**config.mk**
```make
export PLATFORM = sky130hd
export DESIGN_NAME = asb_top
export DESIGN_NICKNAME = d
export VERILOG_FILES = /design/src/rtl/asb_pkg.sv /design/src/rtl/asb_sync.sv /design/src/rtl/asb_ctrl.sv /design/src/rtl/asb_dp.sv /design/src/rtl/asb_top.sv
export SDC_FILE = /design/constraint.sdc
export NUM_CORES = 1
export LEC_CHECK = 0
export ABC_AREA = 0
export BUFFER_PORTS_ARGS = -buffer_cell sky130_fd_sc_hd__clkbuf_2
export CORE_AREA = 2 2 71 73
export DETAILED_ROUTE_END_ITERATION = 8
export DIE_AREA = 0 0 73 75
export PLACE_DENSITY = 0.78
export SLEW_MARGIN = 20
export SYNTH_ARGS = -nofsm -noshare
export SYNTH_HDL_FRONTEND = slang
export SYNTH_SLANG_ARGS = --single-unit
```
**constraint.sdc**
```tcl
create_clock -name clk -period 1.5 [get_ports clk]
set_clock_uncertainty 0.1 [all_clocks]
set_input_delay 0.3 -clock clk [delete_from_list [all_inputs] [get_ports clk]]
set_output_delay 0.3 -clock clk [all_outputs]
set_load 0.02 [all_outputs]
```
**src/rtl/asb_pkg.sv**
```systemverilog
package asb_pkg;
  typedef struct packed {
    logic capWr;
    logic regWr;
    logic bufPush;
    logic regRd;
    logic bufPop;
  } asbStrobes_t;

  function automatic logic [1:0] beToMask(input logic [1:0] beN);
    return ~beN;
  endfunction
endpackage

```
**src/rtl/asb_sync.sv**
```systemverilog
module asb_sync #(
  parameter int WIDTH  = 3,
  parameter int STAGES = 2
) (
  input  logic             clk,
  input  logic             rstN,
  input  logic [WIDTH-1:0] asyncIn,
  output logic [WIDTH-1:0] syncOut
);
  logic [WIDTH-1:0] stage [STAGES];

  always_ff @(posedge clk or negedge rstN) begin
    if (!rstN) begin
      for (int i = 0; i < STAGES; i++) stage[i] <= '1;
    end else begin
      stage[0] <= asyncIn;
      for (int i = 1; i < STAGES; i++) stage[i] <= stage[i-1];
    end
  end

  assign syncOut = stage[STAGES-1];
endmodule

```
**src/rtl/asb_ctrl.sv**
```systemverilog
module asb_ctrl
  import asb_pkg::*;
(
  input  logic        clk,
  input  logic        rstN,
  input  logic        csS,
  input  logic        rdS,
  input  logic        wrS,
  input  logic        busWinHi,
  input  logic [1:0]  busBeN,
  input  logic        heldWinHi,
  input  logic [1:0]  heldBeN,
  output asbStrobes_t strobes
);
  logic wrPrev, rdPrev, wrPend, rdPend, rdBuf, rdNop;
  logic regWrQ, bufPushQ, regRdQ, bufPopQ;
  logic wrRise, rdFall, rdRise, capWr;

  assign wrRise = !wrPrev && wrS;
  assign rdFall = rdPrev && !rdS;
  assign rdRise = !rdPrev && rdS;
  assign capWr  = !wrS && !csS;

  always_ff @(posedge clk or negedge rstN) begin
    if (!rstN) begin
      wrPrev   <= 1'b1;
      rdPrev   <= 1'b1;
      wrPend   <= 1'b0;
      rdPend   <= 1'b0;
      rdBuf    <= 1'b0;
      rdNop    <= 1'b0;
      regWrQ   <= 1'b0;
      bufPushQ <= 1'b0;
      regRdQ   <= 1'b0;
      bufPopQ  <= 1'b0;
    end else begin
      wrPrev <= wrS;
      rdPrev <= rdS;
      if (capWr) wrPend <= 1'b1;
      else if (wrRise) wrPend <= 1'b0;
      regWrQ   <= wrRise && wrPend && !heldWinHi && (heldBeN != 2'b11);
      bufPushQ <= wrRise && wrPend && heldWinHi && (heldBeN != 2'b11);
      regRdQ   <= rdFall && !csS && !busWinHi && (busBeN != 2'b11);
      bufPopQ  <= rdRise && rdPend && rdBuf && !rdNop;
      if (rdFall && !csS) begin
        rdPend <= 1'b1;
        rdBuf  <= busWinHi;
        rdNop  <= (busBeN == 2'b11);
      end else if (rdRise) begin
        rdPend <= 1'b0;
      end
    end
  end

  always_comb begin
    strobes.capWr   = capWr;
    strobes.regWr   = regWrQ;
    strobes.bufPush = bufPushQ;
    strobes.regRd   = regRdQ;
    strobes.bufPop  = bufPopQ;
  end
endmodule

```
**src/rtl/asb_dp.sv**
```systemverilog
module asb_dp
  import asb_pkg::*;
#(
  parameter int DATA_W = 16,
  parameter int ADDR_W = 8,
  localparam int LANES = DATA_W / 8
) (
  input  logic              clk,
  input  logic              rstN,
  input  asbStrobes_t       strobes,
  input  logic              busCsN,
  input  logic              busRdN,
  input  logic [LANES-1:0]  busBeN,
  input  logic [ADDR_W:0]   busAddr,
  input  logic [DATA_W-1:0] busDataIn,
  input  logic [DATA_W-1:0] regRdData,
  input  logic [DATA_W-1:0] bufRdData,
  output logic [ADDR_W:0]   heldAddr,
  output logic [LANES-1:0]  heldBeN,
  output logic [DATA_W-1:0] heldData,
  output logic [DATA_W-1:0] busDataOut,
  output logic              busDataOe
);
  logic [DATA_W-1:0] rdWord;

  always_ff @(posedge clk or negedge rstN) begin
    if (!rstN) begin
      heldAddr <= '0;
      heldBeN  <= '1;
      heldData <= '0;
    end else if (strobes.capWr) begin
      heldAddr <= busAddr;
      heldBeN  <= busBeN;
      heldData <= busDataIn;
    end
  end

  assign rdWord    = busAddr[ADDR_W] ? bufRdData : regRdData;
  assign busDataOe = !busCsN && !busRdN;

  for (genvar g = 0; g < LANES; g++) begin : gLane
    assign busDataOut[g*8 +: 8] = busBeN[g] ? 8'h00 : rdWord[g*8 +: 8];
  end
endmodule

```
**src/rtl/asb_top.sv**
```systemverilog
module asb_top
  import asb_pkg::*;
#(
  parameter int DATA_W      = 16,
  parameter int ADDR_W      = 8,
  parameter int SYNC_STAGES = 2,
  localparam int LANES      = DATA_W / 8
) (
  input  logic              clk,
  input  logic              rstN,
  input  logic              busCsN,
  input  logic              busRdN,
  input  logic              busWrN,
  input  logic [LANES-1:0]  busBeN,
  input  logic [ADDR_W:0]   busAddr,
  input  logic [DATA_W-1:0] busDataIn,
  output logic [DATA_W-1:0] busDataOut,
  output logic              busDataOe,
  output logic              regWrStrb,
  output logic [ADDR_W-1:0] regWrAddr,
  output logic [LANES-1:0]  wrLaneMask,
  output logic [DATA_W-1:0] wrData,
  output logic              regRdStrb,
  output logic [ADDR_W-1:0] regRdAddr,
  input  logic [DATA_W-1:0] regRdData,
  output logic              bufPush,
  output logic              bufPop,
  input  logic [DATA_W-1:0] bufRdData
);
  logic [2:0]        syncCtl;
  asbStrobes_t       strobes;
  logic [ADDR_W:0]   heldAddr;
  logic [LANES-1:0]  heldBeN;

  asb_sync #(.WIDTH(3), .STAGES(SYNC_STAGES)) sync_i (
    .clk(clk), .rstN(rstN),
    .asyncIn({busCsN, busRdN, busWrN}),
    .syncOut(syncCtl)
  );

  asb_ctrl ctrl_i (
    .clk(clk), .rstN(rstN),
    .csS(syncCtl[2]), .rdS(syncCtl[1]), .wrS(syncCtl[0]),
    .busWinHi(busAddr[ADDR_W]), .busBeN(busBeN),
    .heldWinHi(heldAddr[ADDR_W]), .heldBeN(heldBeN),
    .strobes(strobes)
  );

  asb_dp #(.DATA_W(DATA_W), .ADDR_W(ADDR_W)) dp_i (
    .clk(clk), .rstN(rstN), .strobes(strobes),
    .busCsN(busCsN), .busRdN(busRdN), .busBeN(busBeN),
    .busAddr(busAddr), .busDataIn(busDataIn),
    .regRdData(regRdData), .bufRdData(bufRdData),
    .heldAddr(heldAddr), .heldBeN(heldBeN), .heldData(wrData),
    .busDataOut(busDataOut), .busDataOe(busDataOe)
  );

  assign regWrStrb  = strobes.regWr;
  assign bufPush    = strobes.bufPush;
  assign regRdStrb  = strobes.regRd;
  assign bufPop     = strobes.bufPop;
  assign regWrAddr  = heldAddr[ADDR_W-1:0];
  assign wrLaneMask = beToMask(heldBeN);
  assign regRdAddr  = busAddr[ADDR_W-1:0];
endmodule

```
==> reports/qor.yml, run 1 <==
final_layout:
  final_core_util_pct: 58.1
  fillers: 380
  final_common_cell: "clkbuf_2"
  fin_cells: 316
  multi_input_comb_area_um2: 734
  insertedDiodeCount: 0
  layout_common_cells: "clkbuf_2, dfrtp_1, mux2_4"
  fin_nets: 325
  drive_gt1_share_pct: 66.0
  syn_to_final_growth_pct: 38.7
  seqCellArea_mm2: 0.00109
setup_path:
  path_delay_family: "flip-flops"
  cp.required_ns: 1.10
  worstPathArrival_ns: 1.05
  path_buf_inv: 2
  end_kind: "output port"
  critPathLaunchType: "flip-flop"
  path_class: "reg -> out"
  crit_fanout: 4
  slowest_stage: "dfstp_2"
  path_cells: "inv_1 -> clkbuf_2"
  slowest_delay_ns: 0.56
synthesis:
  synth_seq_area_share_pct: 55.7
  ys.warnings.count: 0
  synth.avg_cell_area_um2: 14.2
  synth_seq_cells: 43
  ys_types: 21
  synth_fp_nets: 202
  synth_area_mm2: 0.00195
  synth_cells: 138
clock_network:
  root_buffer: "clkbuf_8"
  clk_pin_slew_ns: 0.08
  cts.sinks: 43
  cts_buffers: 5
  h-tree-depth: 2
  clkLatencyLatePin_ns: 0.29
  cts_tree: "built"
  clk_path_buf_depth: 2
floorplan:
  die_h_um: 75
  coreArea_mm2: 0.00466
  start_util_pct: 41.9
  pin_count: 119
  die_area_mm2: 0.00548
  num_rows: 25
  die_w_um: 73
power_and_ir_drop:
  swShare_pct: 29.3
  leakage_nw: 1.48
  power_switching_mw: 0.848
  power_frac_seq_pct: 48.4
  p_total_mw: 2.89
  pwr-share-clk_pct: 25.6
  p_int_mw: 2.04
  vdd_drop_max_uv: 346
  power_frac_comb_pct: 26.0
  p_per_area_mw_per_mm2: 1070
timing:
  fin_ws_ns: 0.0511
  worst_pin_slew_ns: 0.549
  hold_viol_final: 0
  setup_viol: 0
  fmax_mhz: 690
  maxSlewHeadroom_pct: 63.3
  rsz0062_at_grt: "no"
  min_period_ns: 1.45
  period_share_pct: 96.6
  final_max_slew_viol_count: 0
placed_design:
  pre_cts_ws_ns: -0.278
  placement.io_buffers: 118
  place_congestion: 0.792
  dp_cells: 301
  dp_hpwl_um: 3080
run_status:
  status: "completed"
grt:
  grt_max_degree: 31
  grtUsageTotal_pct: 15.4
  antenna_found_initial: 0
  grt_pass1_wl_um: 6350
  grt_pass1_vias: 1364
  grt_overflow: 0
detailed_routing:
  first_pass_iters: 4
  post_drt_wl_per_cell_um: 13.2
  vias: 1498
  routed_via_density: 4.74
  routed_wl_um: 4160
  drt_iter0_markers: 32
  drc: 0
  ant_nets: 0
job:
  max-cap-violations: 0
worst_hold_path:
  hp-class: "in -> reg"
==> sequential cells by signal, indices dropped and copies added (netlist names) <==
name / cells
ctrl_i.bufPopQ: 1
sync_i.syncOut: 3
ctrl_i.rdPrev: 1
ctrl_i.regRdQ: 1
dp_i.heldAddr: 9
ctrl_i.rdBuf: 1
ctrl_i.rdNop: 1
sync_i.stage: 3
dp_i.heldData: 16
ctrl_i.wrPrev: 1
ctrl_i.bufPushQ: 1
dp_i.heldBeN: 2
ctrl_i.rdPend: 1
ctrl_i.wrPend: 1
ctrl_i.regWrQ: 1
==> layer usage <==
metal	track usage, %	part of all wire (%)
met5	0	0
met2	26.6	50
met3	4.02	9.4
met1	18.0	39
met4	6.79	1.5
==> cell usage after synthesis, drive strengths merged <==
master	count	share of area [%]
a2111oi	2	0.90
a21oi	1	0.26
a22o	1	0.45
and3b	1	0.45
buf	13	6.1
clkbuf	1	0.19
dfrtp	33	42
dfstp	10	13
inv	5	0.96
mux2	28	20
mux2i	17	8.7
nand2	4	0.77
nor2	18	3.8
nor2b	1	0.32
nor3b	1	0.64
nor4	1	0.32
o21bai	1	0.38
==> cell type report <==
| class | count | share of cell area, % |
|---|---|---|
| clock buffer | 7 | 3.19 |
| clock inverter | 1 | 0.185 |
| inverter | 5 | 0.693 |
| multi-input combinational | 77 | 27.1 |
| sequential | 43 | 40.2 |
| tap | 54 | 2.49 |
| timing repair buffer | 129 | 26.1 |
==> final timing paths <==
path | from | endpoint | slack, ns | cells after the start
max | dp_i.heldBeN[1]$_DFFE_PN1P_ | wrLaneMask[1] | 0.05 | 2
min | busDataIn[6] | dp_i.heldData[6]$_DFFE_PN0P_ | 0.13 | 2
max reg2reg | sync_i.syncOut[0]$_DFF_PN1_ | dp_i.heldData[1]$_DFFE_PN0P_ | 0.06 | 2
min reg2reg | sync_i.stage[4]$_DFF_PN1_ | sync_i.syncOut[1]$_DFF_PN1_ | 0.26 | 0
max in group asynchronous | rstN | dp_i.heldBeN[0]$_DFFE_PN1P_ | 0.38 | 3
min in group asynchronous | rstN | ctrl_i.bufPopQ$_DFF_PN0_ | 0.37 | 2
==> power by group through the flow <==
stage          registers (mW)  logic [mW]  clock network, mW
2_1_floorplan            1.53       0.348                  0
3_3_place_gp             1.41       0.731                  0
3_5_place_dp             1.42       0.745                  0
4_1_cts                  1.40       0.758              0.765
5_1_grt                  1.42       0.814              0.816
6_report                 1.40       0.753              0.740
==> repair_timing <==
item                                    in CTS  in global routing
endpoints found under the setup margin      27                  3
pin swaps                                    1                  1
hold buffers                                 4                  0
cloned                                       1                  0
hold endpoints to repair                    11                  0
buffers inserted                             0                  2
gates resized for setup                      1                  0
==> cells by family (layout without fill, tap and decap cells) <==
group / count (synthesis) / in the layout / share of synthesized area, %
AO/OA/AOI/OAI: 5 / 5 / 1.99
buffers and inverters: 19 / 142 / 7.24
flip-flops: 43 / 43 / 55.7
multiplexers: 45 / 45 / 28.7
AND/OR/NAND/NOR: 26 / 27 / 6.34
==> per-stage QoR <==
| stage | setup TNS, ns | hold slack (ns) | instance area (um^2) |
|---|---|---|---|
| after floorplan | 0 | -0.0956 | 1950 |
| after global placement | -5.02 | 0.127 | 2550 |
| after detailed placement | -6.00 | 0.132 | 2550 |
| final | 0 | 0.134 | 2710 |
| after CTS | 0 | 0.126 | 2690 |
| after global routing | 0 | 0.125 | 2710 |
Power figures use the tool's default switching activity.
==> inputs of run 2 (changes only) <==
--- a/config.mk
+++ b/config.mk
@@ -7,10 +7,12 @@
 export LEC_CHECK = 0
 export ABC_AREA = 0
 export BUFFER_PORTS_ARGS = -buffer_cell sky130_fd_sc_hd__clkbuf_2
-export CORE_AREA = 2 2 71 73
+export CAP_MARGIN = 10
+export CORE_AREA = 2 2 70 72
+export CTS_BUF_LIST = sky130_fd_sc_hd__clkbuf_4
 export DETAILED_ROUTE_END_ITERATION = 8
-export DIE_AREA = 0 0 73 75
-export PLACE_DENSITY = 0.78
+export DIE_AREA = 0 0 72 74
+export PLACE_DENSITY = 0.8
 export SLEW_MARGIN = 20
 export SYNTH_ARGS = -nofsm -noshare
 export SYNTH_HDL_FRONTEND = slang
==> constraint.sdc (replaced) <==
create_clock -name clk -period 1.6 [get_ports clk]
set_clock_uncertainty 0.1 [all_clocks]
set_input_delay 0.32 -clock clk [delete_from_list [all_inputs] [get_ports clk]]
set_output_delay 0.32 -clock clk [all_outputs]
set_load 0.02 [all_outputs]
==> run 2 against run 1 <==
Compared with the run above:
- design area grew 0.18%
- worst setup slack improved by 0.037 ns
- combinational power shrank 5.2%
- cell count shrank 0.63%
- register-to-register slack gained 0.11 ns
- via count fell by 1.7%
- highest routed layer unchanged
- utilization increased by 0.90 points
- sequential cell count unchanged
==> reports/qor.yml, run 2 (synthesis gave the netlist of run 1 again) <==
timing:
  worst_pin_slew_ns: 0.522  # -0.0272 ns
  min_period_ns: 1.51
  rsz0062_at_grt: "no"
  fin_ws_ns: 0.0884  # +0.0373 ns
  hold_slack_ns: 0.0957  # -0.0386 ns
  period_share_pct: 94.5
  hold_viol_final: 0  # unchanged
  maxSlewHeadroom_pct: 65.1  # +1.8 points
  setup_viol: 0  # unchanged
  fmax_mhz: 662
  final_max_slew_viol_count: 0  # unchanged
final_layout:
  largest_register_ffs: 16  # unchanged
  layout_common_cells: "clkbuf_2, dfrtp_1, mux2_4"
  fin_nets: 323  # -0.62%
  fin_area_mm2: 0.00271  # +0.18%
  insertedDiodeCount: 0  # unchanged
  top_regs: "dp_i.heldData x16, dp_i.heldAddr x9"
  final_common_cell: "clkbuf_2"
  final_core_util_pct: 59.0  # +0.90 points
  top_register: "dp_i.heldData"
  drive_gt1_share_pct: 66.2  # +0.12 points
  syn_to_final_growth_pct: 38.9
setup_path:
  cp.required_ns: 1.18  # +0.08 ns
  crit_fanout: 4  # unchanged
  end_kind: "output port"
  worstPathArrival_ns: 1.09  # +0.04 ns
  critPathLaunchType: "flip-flop"
  r2r_setup_slack_ns: 0.17  # +0.11 ns
  path_class: "reg -> out"
detailed_routing:
  drc: 0  # unchanged
  first_pass_iters: 4  # unchanged
  routed_wl_um: 4070  # -2.2%
  ant_nets: 0  # unchanged
  drt_iter0_markers: 48  # +50%
  routed_via_density: 4.69  # -1.0%
  vias: 1473  # -1.7%
  post_drt_wl_per_cell_um: 13.0  # -1.5%
floorplan:
  pin_count: 119  # unchanged
  die_h_um: 74  # -1.3%
  die_area_mm2: 0.00533  # -2.7%
  num_rows: 25  # unchanged
  die_w_um: 72  # -1.4%
  coreArea_mm2: 0.00460  # -1.3%
  start_util_pct: 42.5  # +0.57 points
clock_network:
  clkLatencyLatePin_ns: 0.34  # +0.05 ns
  cts_buffers: 5  # unchanged
  clk_path_buf_depth: 2  # unchanged
  cts.sinks: 43  # unchanged
  clk_pin_slew_ns: 0.13  # +0.05 ns
  h-tree-depth: 2  # unchanged
  cts_tree: "built"
  root_buffer: "clkbuf_4"
grt:
  antenna_found_initial: 0  # unchanged
  grt_max_degree: 44  # +42%
  grt_pass1_vias: 1400  # +2.6%
  grtUsageTotal_pct: 15.9  # +0.57 points
  grt_pass1_wl_um: 6470  # +1.7%
  grt_overflow: 0  # unchanged
worst_hold_path:
  hp-class: "in -> reg"
placed_design:
  dpl-instance-area_mm2: 0.00254  # -0.29%
  dp_hpwl_um: 3040  # -1.1%
  placement.io_buffers: 118  # unchanged
  pre_cts_ws_ns: -0.172  # +0.107 ns
  place_congestion: 0.790  # -0.25%
power_and_ir_drop:
  vdd_drop_max_uv: 387  # +12%
  p_total_mw: 2.85  # -1.6%
  p_per_area_mw_per_mm2: 1050  # -1.8%
  leakage_nw: 1.47  # -0.38%
run_status:
  status: "completed"
job:
  max-cap-violations: 0  # unchanged
run 2: final timing paths:
check                                            start                       endpoint  cells past startpoint
min in group asynchronous                         rstN   dp_i.heldAddr[5]$_DFFE_PN0P_                      3
hold reg to reg              sync_i.stage[4]$_DFF_PN1_    sync_i.syncOut[1]$_DFF_PN1_                      0
max in group asynchronous                         rstN    sync_i.syncOut[2]$_DFF_PN1_                      3
setup reg to reg           sync_i.syncOut[0]$_DFF_PN1_   dp_i.heldAddr[3]$_DFFE_PN0P_                      2
setup / recovery           dp_i.heldBeN[1]$_DFFE_PN1P_                  wrLaneMask[1]                      2
hold / removal                           busDataIn[12]  dp_i.heldData[12]$_DFFE_PN0P_                      2
run 2: worst max-delay path: stages, from the launching register on:
cell and delay [ns]:
dfstp_2 0.57, inv_1 0.05, buf_6 0.13
run 2: repair_timing:
| action | 4_1_cts | 5_1_grt |
|---|---|---|
| buffers inserted | 0 | 1 |
| hold buffers | 4 | 0 |
| hold endpoints to repair | 36 | 0 |
| endpoints found under the setup margin | 27 | 2 |
| pin swaps | 1 | 0 |
| cloned | 1 | 0 |
| resized for setup | 1 | 3 |
run 2: layout make-up:
class / instances / area (um^2)
Tap cell: 54 / 67.6
Clock buffer: 5 / 37.5
Multi-Input combinational cell: 77 / 734
Inverter: 5 / 18.8
Clock inverter: 3 / 67.6
Fill cell: 367 / 1880
Sequential cell: 43 / 1090
Timing Repair Buffer: 127 / 699
run 2: layer usage:
layer	part of all wire (%)	global-route usage [%]	vias up
li1	-	-	707
met1	41	20.0	665
met2	48	27.0	97
met3	10	4.07	4
met4	1.0	5.66	0
met5	0	0	-
run 2: power breakdown:
part	total [mW]	internal [mW]	switching [mW]
Combinational	0.714	0.342	0.372
Sequential	1.31	1.23	0.0781
Clock	0.824	0.486	0.338
run 2: per-stage QoR:
| stage | setup TNS [ns] | cells |
|---|---|---|
| 2_1_floorplan | 0 | 138 |
| 3_3_place_gp | -2.42 | 300 |
| 3_5_place_dp | -3.17 | 300 |
| 4_1_cts | 0 | 313 |
| 5_1_grt | 0 | 314 |
| 6_report | 0 | 314 |
==> inputs of run 3 (changes only) <==
--- a/config.mk
+++ b/config.mk
@@ -12,6 +12,7 @@
 export CTS_BUF_LIST = sky130_fd_sc_hd__clkbuf_4
 export DETAILED_ROUTE_END_ITERATION = 8
 export DIE_AREA = 0 0 72 74
+export MAX_ROUTING_LAYER = met4
 export PLACE_DENSITY = 0.8
 export SLEW_MARGIN = 20
 export SYNTH_ARGS = -nofsm -noshare
==> run 3 against run 2 <==
Compared with the run above:
- utilization stayed put
- first-iteration DRC count is 27% higher
- non-clock buffer count stayed put
- register-to-register slack hardly changed
- worst hold slack worse by 0.0039 ns
- sequential cell count stayed put
==> reports/qor.yml, run 3 (synthesis gave the netlist of run 1 again) <==
placed_design:
  dp_hpwl_um: 3040  # unchanged
  pre_cts_ws_ns: -0.172  # unchanged
  placement.io_buffers: 118  # unchanged
  place_congestion: 0.801  # +1.4%
detailed_routing:
  routed_via_density: 4.69  # about the same
  ant_nets: 0  # unchanged
  drt_iter0_markers: 61  # +27%
  vias: 1474  # +0.068%
  routed_wl_um: 4070  # about the same
  first_pass_iters: 3  # -1
  drc: 0  # unchanged
  post_drt_wl_per_cell_um: 13.0  # about the same
grt:
  grtUsageTotal_pct: 16.6  # +0.61 points
  gr-usage-met1_pct: 20.0  # unchanged
  grt_pass1_vias: 1399  # -0.071%
  use_met2_pct: 27.0  # unchanged
  grt_overflow: 0  # unchanged
  busiest_layer: "met2"
  antenna_found_initial: 0  # unchanged
  met3_usage_pct: 4.47  # +0.41 points
  grt_pass1_wl_um: 6460  # -0.11%
  grt_max_degree: 44  # unchanged
floorplan:
  die_w_um: 72  # unchanged
  num_rows: 25  # unchanged
  pin_count: 119  # unchanged
  die_h_um: 74  # unchanged
  start_util_pct: 42.5  # unchanged
  die_area_mm2: 0.00533  # unchanged
  coreArea_mm2: 0.00460  # unchanged
clock_network:
  root_buffer: "clkbuf_4"
  clk_path_buf_depth: 2  # unchanged
  cts_buffers: 5  # unchanged
  cts.sinks: 43  # unchanged
  h-tree-depth: 2  # unchanged
  clk_pin_slew_ns: 0.13  # about the same
  clkLatencyLatePin_ns: 0.34  # about the same
  cts_tree: "built"
final_layout:
  seqCellArea_mm2: 0.00109  # unchanged
  fillers: 367  # unchanged
  top_register: "dp_i.heldData"
  final_common_cell: "clkbuf_2"
  layout_common_cells: "clkbuf_2, dfrtp_1, mux2_4"
  multi_input_comb_area_um2: 734  # unchanged
  drive_gt1_share_pct: 66.2  # unchanged
  syn_to_final_growth_pct: 38.9  # unchanged
  largest_register_ffs: 16  # unchanged
  fin_nets: 323  # unchanged
  insertedDiodeCount: 0  # unchanged
  top_regs: "dp_i.heldData x16, dp_i.heldAddr x9"
setup_path:
  slowest_stage: "dfstp_2"
  path_class: "reg -> out"
  path_cells: "inv_1 -> buf_6"
  worstPathArrival_ns: 1.10  # about the same
  end_kind: "output port"
  slowest_delay_ns: 0.57  # about the same
  crit_fanout: 4  # unchanged
  critPathLaunchType: "flip-flop"
  cp.required_ns: 1.18  # about the same
  path_buf_inv: 2  # unchanged
  path_delay_family: "flip-flops"
timing:
  worst_pin_slew_ns: 0.520  # -0.00186 ns
  period_share_pct: 95.0  # +0.54 points
  fin_ws_ns: 0.0798  # -0.00860 ns
  maxSlewHeadroom_pct: 65.2  # +0.12 points
  rsz0062_at_grt: "no"
  setup_viol: 0  # unchanged
  tns_ns: 0  # unchanged
  min_period_ns: 1.52  # +0.00860 ns
  final_max_slew_viol_count: 0  # unchanged
  fmax_mhz: 658  # -0.57%
  hold_viol_final: 0  # unchanged
worst_hold_path:
  hp-class: "in -> reg"
power_and_ir_drop:
  leakage_nw: 1.47  # unchanged
  vdd_drop_max_uv: 387  # about the same
  p_per_area_mw_per_mm2: 1050  # about the same
run_status:
  status: "completed"
job:
  max-cap-violations: 0  # unchanged
## run 3: cell counts in the layout (fill, tap and decap cells not counted)
No cell type changed its count.
## run 3: metrics by stage
step           instances  util, %  power, mW  hold slack (ns)  cell area (um^2)
6_report             314     59.0       2.85           0.0919              2710
5_1_grt              314     59.0       3.01           0.0668              2710
4_1_cts              313     58.7       2.88           0.0734              2700
3_5_place_dp         300     55.3       2.03            0.214              2540
3_3_place_gp         300     55.3       2.01            0.213              2540
2_1_floorplan        138        -       1.76          -0.0756              1950
## run 3: layout make-up
class	count	area share, %
sequential	43	40.1
clock inverter	3	2.49
clock buffer	5	1.38
inverter	5	0.692
tap	54	2.49
timing repair buffer	127	25.8
multi-input combinational	77	27.1
## run 3: worst paths after layout
check,from,slack (ns),to,cells past startpoint
worst max-delay path,dp_i.heldBeN[1]$_DFFE_PN1P_,0.08,wrLaneMask[1],2
worst min-delay path,busDataIn[12],0.09,dp_i.heldData[12]$_DFFE_PN0P_,2
worst max register to register,sync_i.syncOut[0]$_DFF_PN1_,0.16,dp_i.heldAddr[3]$_DFFE_PN0P_,2
worst min register to register,sync_i.stage[4]$_DFF_PN1_,0.27,sync_i.syncOut[1]$_DFF_PN1_,0
max in group asynchronous,rstN,0.77,sync_i.stage[4]$_DFF_PN1_,3
min in group asynchronous,rstN,0.36,dp_i.heldAddr[5]$_DFFE_PN0P_,3
## run 3: power by group
part	total (mW)	switching [mW]	leakage, nW	internal, mW
Combinational	0.714	0.372	0.918	0.342
Clock	0.826	0.340	0.0514	0.486
Sequential	1.31	0.0780	0.500	1.23
Total	2.85	0.790	1.47	2.06
## run 3: layer usage
metal	up-vias	share of wire, %
li1	706	-
met1	665	40
met2	99	48
met3	4	11
met4	0	0.96
met5	-	0
## run 3: timing repair
action | CTS | global route
hold buffers | 4 | 0
cloned | 1 | 0
endpoints found under the setup margin | 27 | 2
pin swaps | 1 | 0
hold endpoints to repair | 36 | 0
resized for setup | 1 | 3
buffers inserted | 0 | 1
